### config.mk
export PLATFORM = sky130hd
export DESIGN_NAME = ushift_reg
export DESIGN_NICKNAME = d
export VERILOG_FILES = /design/src/rtl/ushift_pkg.sv /design/src/rtl/ushift_decode.sv /design/src/rtl/ushift_next.sv /design/src/rtl/ushift_drive.sv /design/src/rtl/ushift_reg.sv
export SDC_FILE = /design/constraint.sdc
export NUM_CORES = 1
export LEC_CHECK = 0
export BUFFER_PORTS_ARGS = -buffer_cell sky130_fd_sc_hd__buf_2
export CORE_MARGIN = 10
export CORE_UTILIZATION = 30
export DETAILED_ROUTE_END_ITERATION = 16
export SYNTH_ARGS = -nofsm -noshare
export SYNTH_HDL_FRONTEND = slang
export SYNTH_SLANG_ARGS = --single-unit
### constraint.sdc
create_clock -name clk -period 1.5 [get_ports clk]
set_clock_uncertainty 0.1 [all_clocks]
set_input_delay 0.15 -clock clk [delete_from_list [all_inputs] [get_ports clk]]
set_output_delay 0.15 -clock clk [all_outputs]
set_load 0.05 [all_outputs]
### src/rtl/ushift_pkg.sv
package ushift_pkg;
    typedef enum logic [2:0] {
        OP_HOLD  = 3'd0,
        OP_SHR   = 3'd1,
        OP_SHL   = 3'd2,
        OP_LOAD  = 3'd3,
        OP_CLEAR = 3'd4
    } op_t;

    localparam logic [1:0] SEL_HOLD = 2'b00;
    localparam logic [1:0] SEL_SHR  = 2'b01;
    localparam logic [1:0] SEL_SHL  = 2'b10;
    localparam logic [1:0] SEL_LOAD = 2'b11;
endpackage

### src/rtl/ushift_decode.sv
module ushift_decode
    import ushift_pkg::*;
(
    input  logic       clr_n,
    input  logic [1:0] sel,
    output op_t        op
);
    always_comb begin
        if (!clr_n) begin
            op = OP_CLEAR;
        end else begin
            unique case (sel)
                SEL_HOLD: op = OP_HOLD;
                SEL_SHR:  op = OP_SHR;
                SEL_SHL:  op = OP_SHL;
                default:  op = OP_LOAD;
            endcase
        end
    end
endmodule

### src/rtl/ushift_next.sv
module ushift_next
    import ushift_pkg::*;
#(
    parameter int WIDTH = 8
) (
    input  op_t              op,
    input  logic [WIDTH-1:0] cur,
    input  logic             ser_up_in,
    input  logic             ser_dn_in,
    input  logic [WIDTH-1:0] pin_in,
    output logic [WIDTH-1:0] nxt
);
    localparam int MSB = WIDTH - 1;

    always_comb begin
        unique case (op)
            OP_CLEAR: nxt = '0;
            OP_LOAD:  nxt = pin_in;
            OP_SHR:   nxt = {cur[MSB-1:0], ser_up_in};
            OP_SHL:   nxt = {ser_dn_in, cur[MSB:1]};
            default:  nxt = cur;
        endcase
    end
endmodule

### src/rtl/ushift_drive.sv
module ushift_drive
    import ushift_pkg::*;
(
    input  logic       oen_a,
    input  logic       oen_b,
    input  logic [1:0] sel,
    output logic       pin_drive
);
    logic enabled;
    logic loading;

    always_comb begin
        enabled   = ~(oen_a | oen_b);
        loading   = (sel == SEL_LOAD);
        pin_drive = enabled & ~loading;
    end
endmodule

### src/rtl/ushift_reg.sv
module ushift_reg
    import ushift_pkg::*;
#(
    parameter int WIDTH = 8
) (
    input  logic             clk,
    input  logic             clr_n,
    input  logic [1:0]       sel,
    input  logic             ser_up_in,
    input  logic             ser_dn_in,
    input  logic             oen_a,
    input  logic             oen_b,
    input  logic [WIDTH-1:0] pin_in,
    output logic [WIDTH-1:0] pin_out,
    output logic             pin_drive,
    output logic             tap_lo,
    output logic             tap_hi
);
    localparam int MSB = WIDTH - 1;

    op_t              op;
    logic [WIDTH-1:0] cur_q;
    logic [WIDTH-1:0] nxt;

    ushift_decode dec_i (
        .clr_n (clr_n),
        .sel   (sel),
        .op    (op)
    );

    ushift_next #(.WIDTH(WIDTH)) nxt_i (
        .op        (op),
        .cur       (cur_q),
        .ser_up_in (ser_up_in),
        .ser_dn_in (ser_dn_in),
        .pin_in    (pin_in),
        .nxt       (nxt)
    );

    ushift_drive drv_i (
        .oen_a     (oen_a),
        .oen_b     (oen_b),
        .sel       (sel),
        .pin_drive (pin_drive)
    );

    // State register: contents advance once per rising edge.
    always_ff @(posedge clk) begin
        cur_q <= nxt;
    end

    // Output process: contents and end taps, independent of the enables.
    always_comb begin
        pin_out = cur_q;
        tap_lo  = cur_q[0];
        tap_hi  = cur_q[MSB];
    end
endmodule

# --- Word level (Yosys, flattened, before mapping) ---
# Cells that the tools add are included.
# Widths: inputs -> output; s select.
word_totals:
  register_bits: 8
  input_bits: 16
  output_inout_bits: 11
  word_cells: 17
op_classes:
  eq_ne: 7
  muxes: 3
  bitwise_logic: 4
  n_reduce_logical: 2
op_table:
  columns: ["cell", "count"]
  rows:
  - ["$pmux 8 s4", 1]
  - ["$eq 3x2->1 const B", 2]
  - ["$pmux 2 s3", 1]
  - ["$eq 2x2->1 const B", 2]
  - ["$reduce_bool 4->1", 1]
  - ["$eq 3x1->1 const B", 1]
  - ["$eq 3x3->1 const B", 1]
  - ["$mux 3", 1]
  - ["$eq 2x1->1 const B", 1]
  - ["$logic_not 2->1", 1]
  - ["$not 1->1", 2]
  - ["$and 1x1->1", 1]
  - ["$or 1x1->1", 1]

# --- Longest topological paths before layout ---
logic_depth:
  ltp_word: 5
  mapped_depth: 4
  mapped_depth_nobuf: 2

# --- By module ---
# A second synthesis with hierarchy kept.
hier_totals:
  hier_cells: 62
  hier_area_um2: 648.1
by_module_without_submodules:
  columns: ["module", "n_inst", "cells_per_inst", "area_each_um2", "seq_area_each_um2"]
  rows:
  - ["ushift_next", 1, 48, 444.2, 0.0]
  - ["ushift_reg", 1, 10, 175.2, 160.2]
  - ["ushift_decode", 1, 3, 16.3, 0.0]
  - ["ushift_drive", 1, 1, 12.5, 0.0]

# --- Worst setup path before layout ---
# No wires, ideal clock.
synth_path:
  path_kind: "input-to-output"
  startpoint: "input sel[1]"
  endpoint: "output pin_drive"
  t_arrival_ps: 1672
  required_time_ps: 1250
  slack_ps: -422
  stages: 3
  path_buffers: 2
  cell_sequence: "buf_2 > buf_4 > a211oi_1"
synth_between:
  elab_chain_len: 3
synth_lines:
  columns: ["element", "line", "text"]
  rows:
  - ["from (decl)", "ushift_reg.sv:8", "input logic [1:0] sel,"]
  - ["$eq 2x2->1", "ushift_drive.sv:14", "loading = (sel == SEL_LOAD);"]
  - ["$not 1->1", "ushift_drive.sv:15", "pin_drive = enabled & ~loading;"]
  - ["$and 1x1->1", "ushift_drive.sv:15", null]
  - ["to (decl)", "ushift_reg.sv:15", "output logic pin_drive,"]
# No other way between the ends.

# --- Worst setup path after layout ---
layout_path:
  startpoint: "input sel[0]"
  endpoint: "output pin_drive"
# The elaborated chain is that of the path after synthesis.

==> results_dict.tcl <==
set metrics [dict create \
    cp_cell_sequence "buf_2, buf_4, a211oi_2, buf_2" \
    min_from "ser_up_in" \
    rr_worst_depth 2 \
    drc 0 \
    grt_max_degree 13 \
    power_mw 0.652 \
    io_buffers 26 \
    postCtsSetupRepairBufs 0 \
    yosysTopAreaCell "edfxtp_1" \
    cts.sinks 8 \
    final_common_cell "buf_2" \
    post-dp-hpwl_um 1020 \
    setup_viol 0 \
    cp_data_arrival_time_ns 0.97 \
    tightestPinTransition_ns 0.365 \
    crit_slowest_cell "buf_2" \
    crit_type "input port to primary output" \
    synth_area_leaders "edfxtp_1, mux2i_1, a211oi_1" \
    dp_cells 80 \
    r2r_start "pin_out[4]" \
    crit_fanout 10 \
    dr.pass1.iters 4 \
    dp_slack_ns 0.235 \
    clkTransAtPathRegs_ns 0.06 \
    p_int_mw 0.420 \
    gp_congestion 0.730 \
    synth_cells 41 \
    end_kind "primary output" \
    hold_path_depth 3 \
    slew_violations 0 \
    yosysWarnings 0 \
    largest_reg_flops 8 \
    clockBufferDepth 2 \
    min_to "pin_out[0]" \
    dieHeight_um 60.3 \
    ys_types 9 \
    synthXorXnorAreaFrac_pct 0 \
    cts_tree "done" \
    cap_viol_max_count 0 \
    dr_wl_met2_um 557 \
    synth_seq_area_share_pct 49.2 \
    critical_path_buf_inv_count 3 \
    drt-initial-drc-count 4 \
    ant_nets 0 \
    p_seq_share_pct 43.6 \
    syn_nets 57 \
    slew_headroom_pct 75.7 \
    power_frac_comb_pct 30.9 \
    critPathMaxStageDelay_ns 0.29 \
    antenna_found_initial 0 \
    status "finished, final reports clean" \
    min_path_type "input port to flop" \
    synth_compound_area_share_pct 22.1 \
    highest_layer "met3" \
    area_delta_synth_final_pct 30.8 \
    gr-usage-all-layers_pct 6.74 \
    synth_adder_area_share_pct 0 \
    rows 14 \
    finalWirelength_um 1290 \
    period_minus_slack_ns 1.22 \
    die-area_um2 3640 \
    nNetsFinal 85 \
    critical_path_depth 4 \
    h-tree-depth 1 \
    avgSynthCellArea_um2 11.9 \
    crit_required_ns 1.25 \
    vias_per_cell 5.07 \
    layout-drive-gt1-share_pct 49.3 \
    synthSimpleGateAreaFrac_pct 1.28 \
    setup_tns_ns 0 \
    hold_viol 0 \
    final_cell_mix "buf_2, mux2i_1, a21oi_1, a211oi_1, edfxtp_1" \
    fin_crit_sh_pct 81.4 \
    core_um2 1520 \
    ios 27 \
    dr_wl_met3_um 161 \
    grt_pass1_vias 424 \
    wl_met1_um 571 \
    ir_drop_mv 0.531 \
    die_width_um 60.3 \
    clkLatencyLatePin_ns 0.25 \
    cts_buffers 3 \
    ff2ff_setup_slack_ns 0.47 \
    fin_ws_ns 0.280 \
    total_leakage_power_nw 0.302 \
    cts-resized-gates 0 \
    regToRegEndpoint "pin_out[3]" \
    stdcell_count 83 \
    wl_per_cell_um 15.5 \
    cts-root-buf "clkbuf_4" \
    grt_pass1_wl_um 1870 \
    antennaDiodeCount 0 \
    fmax_mhz 819 \
    synth_top_area_share_pct 49.2 \
    num_vias 421 \
    path_delay_family "buffers and inverters" \
    rsz0062_at_grt "false" \
    synth_top_family_by_area "compound AO/OA/AOI/OAI gates" \
    gr-total-overflow 0 \
    syn_area_um2 488 \
    start_util_pct 32.0 \
    cts.hold.buffers_added 0 \
    cp-start-kind "input port" \
    power_frac_clock_pct 25.5 \
    power_density_nw_per_um2 1020 \
    synth-seq-cells 8 \
    swShare_pct 35.6 \
    p_sw_mw 0.232 \
    cp_common_cell "buf_2" \
    muxShareOfSynthArea_pct 16.4 \
]
power groups by stage:
| stage | clock, mW | combinational (mW) | sequential, mW |
|---|---|---|---|
| 2_1_floorplan | 0 | 0.0869 | 0.356 |
| 3_3_place_gp | 0 | 0.202 | 0.289 |
| 3_5_place_dp | 0 | 0.203 | 0.289 |
| 4_1_cts | 0.171 | 0.204 | 0.285 |
| 5_1_grt | 0.186 | 0.212 | 0.287 |
| 6_report | 0.166 | 0.202 | 0.284 |
stage by stage:
| stage | instance area [um^2] | hold WS, ns | util [%] |
|---|---|---|---|
| floorplan | 493 | 0.292 | - |
| global placement | 616 | 0.498 | 40.4 |
| detailed placement | 616 | 0.501 | 40.4 |
| CTS | 638 | 0.229 | 41.9 |
| global route | 638 | 0.252 | 41.9 |
| finish | 638 | 0.236 | 41.9 |
per-layer routing:
layer	track usage, %	vias up
li1	-	213
met1	7.56	188
met2	10.1	20
met3	5.22	0
met4	0.962	0
met5	0	-
cell usage after synthesis:
| master | count |
|---|---|
| buf_4 | 3 |
| edfxtp_1 | 8 |
| buf_2 | 1 |
| mux2i_1 | 8 |
| a211oi_1 | 9 |
| clkinv_1 | 1 |
| buf_6 | 2 |
| a21oi_1 | 8 |
| or3_1 | 1 |
worst max path at each step:
stage / from / slack, ns / end
floorplan: sel[1] / 0.06 / pin_drive
CTS: sel[0] / 0.27 / pin_drive
detailed placement: sel[0] / 0.23 / pin_out[4]
global route: sel[0] / 0.22 / pin_drive
global placement: sel[0] / 0.24 / pin_out[4]
finish: sel[0] / 0.28 / pin_drive
layout make-up:
| class | count | area [um^2] |
|---|---|---|
| tap | 16 | 20.0 |
| fill | 154 | 886 |
| clock buffer | 3 | 22.5 |
| inverter | 1 | 3.75 |
| sequential | 8 | 240 |
| timing repair buffer | 29 | 153 |
| multi-input combinational | 26 | 199 |
logic make-up (layout without fill, tap and decap cells):
family / Yosys count / count (layout)
buffers and inverters: 7 / 33
AND/OR/NAND/NOR: 1 / 1
AO/OA/AOI/OAI: 17 / 17
flip-flops: 8 / 8
multiplexers: 8 / 8
worst register-to-register path, stage by stage (launching register included):
cell and delay [ns]:
edfxtp_1 0.42, mux2i_1 0.16, a211oi_1 0.10
Power figures use the tool's default switching activity.
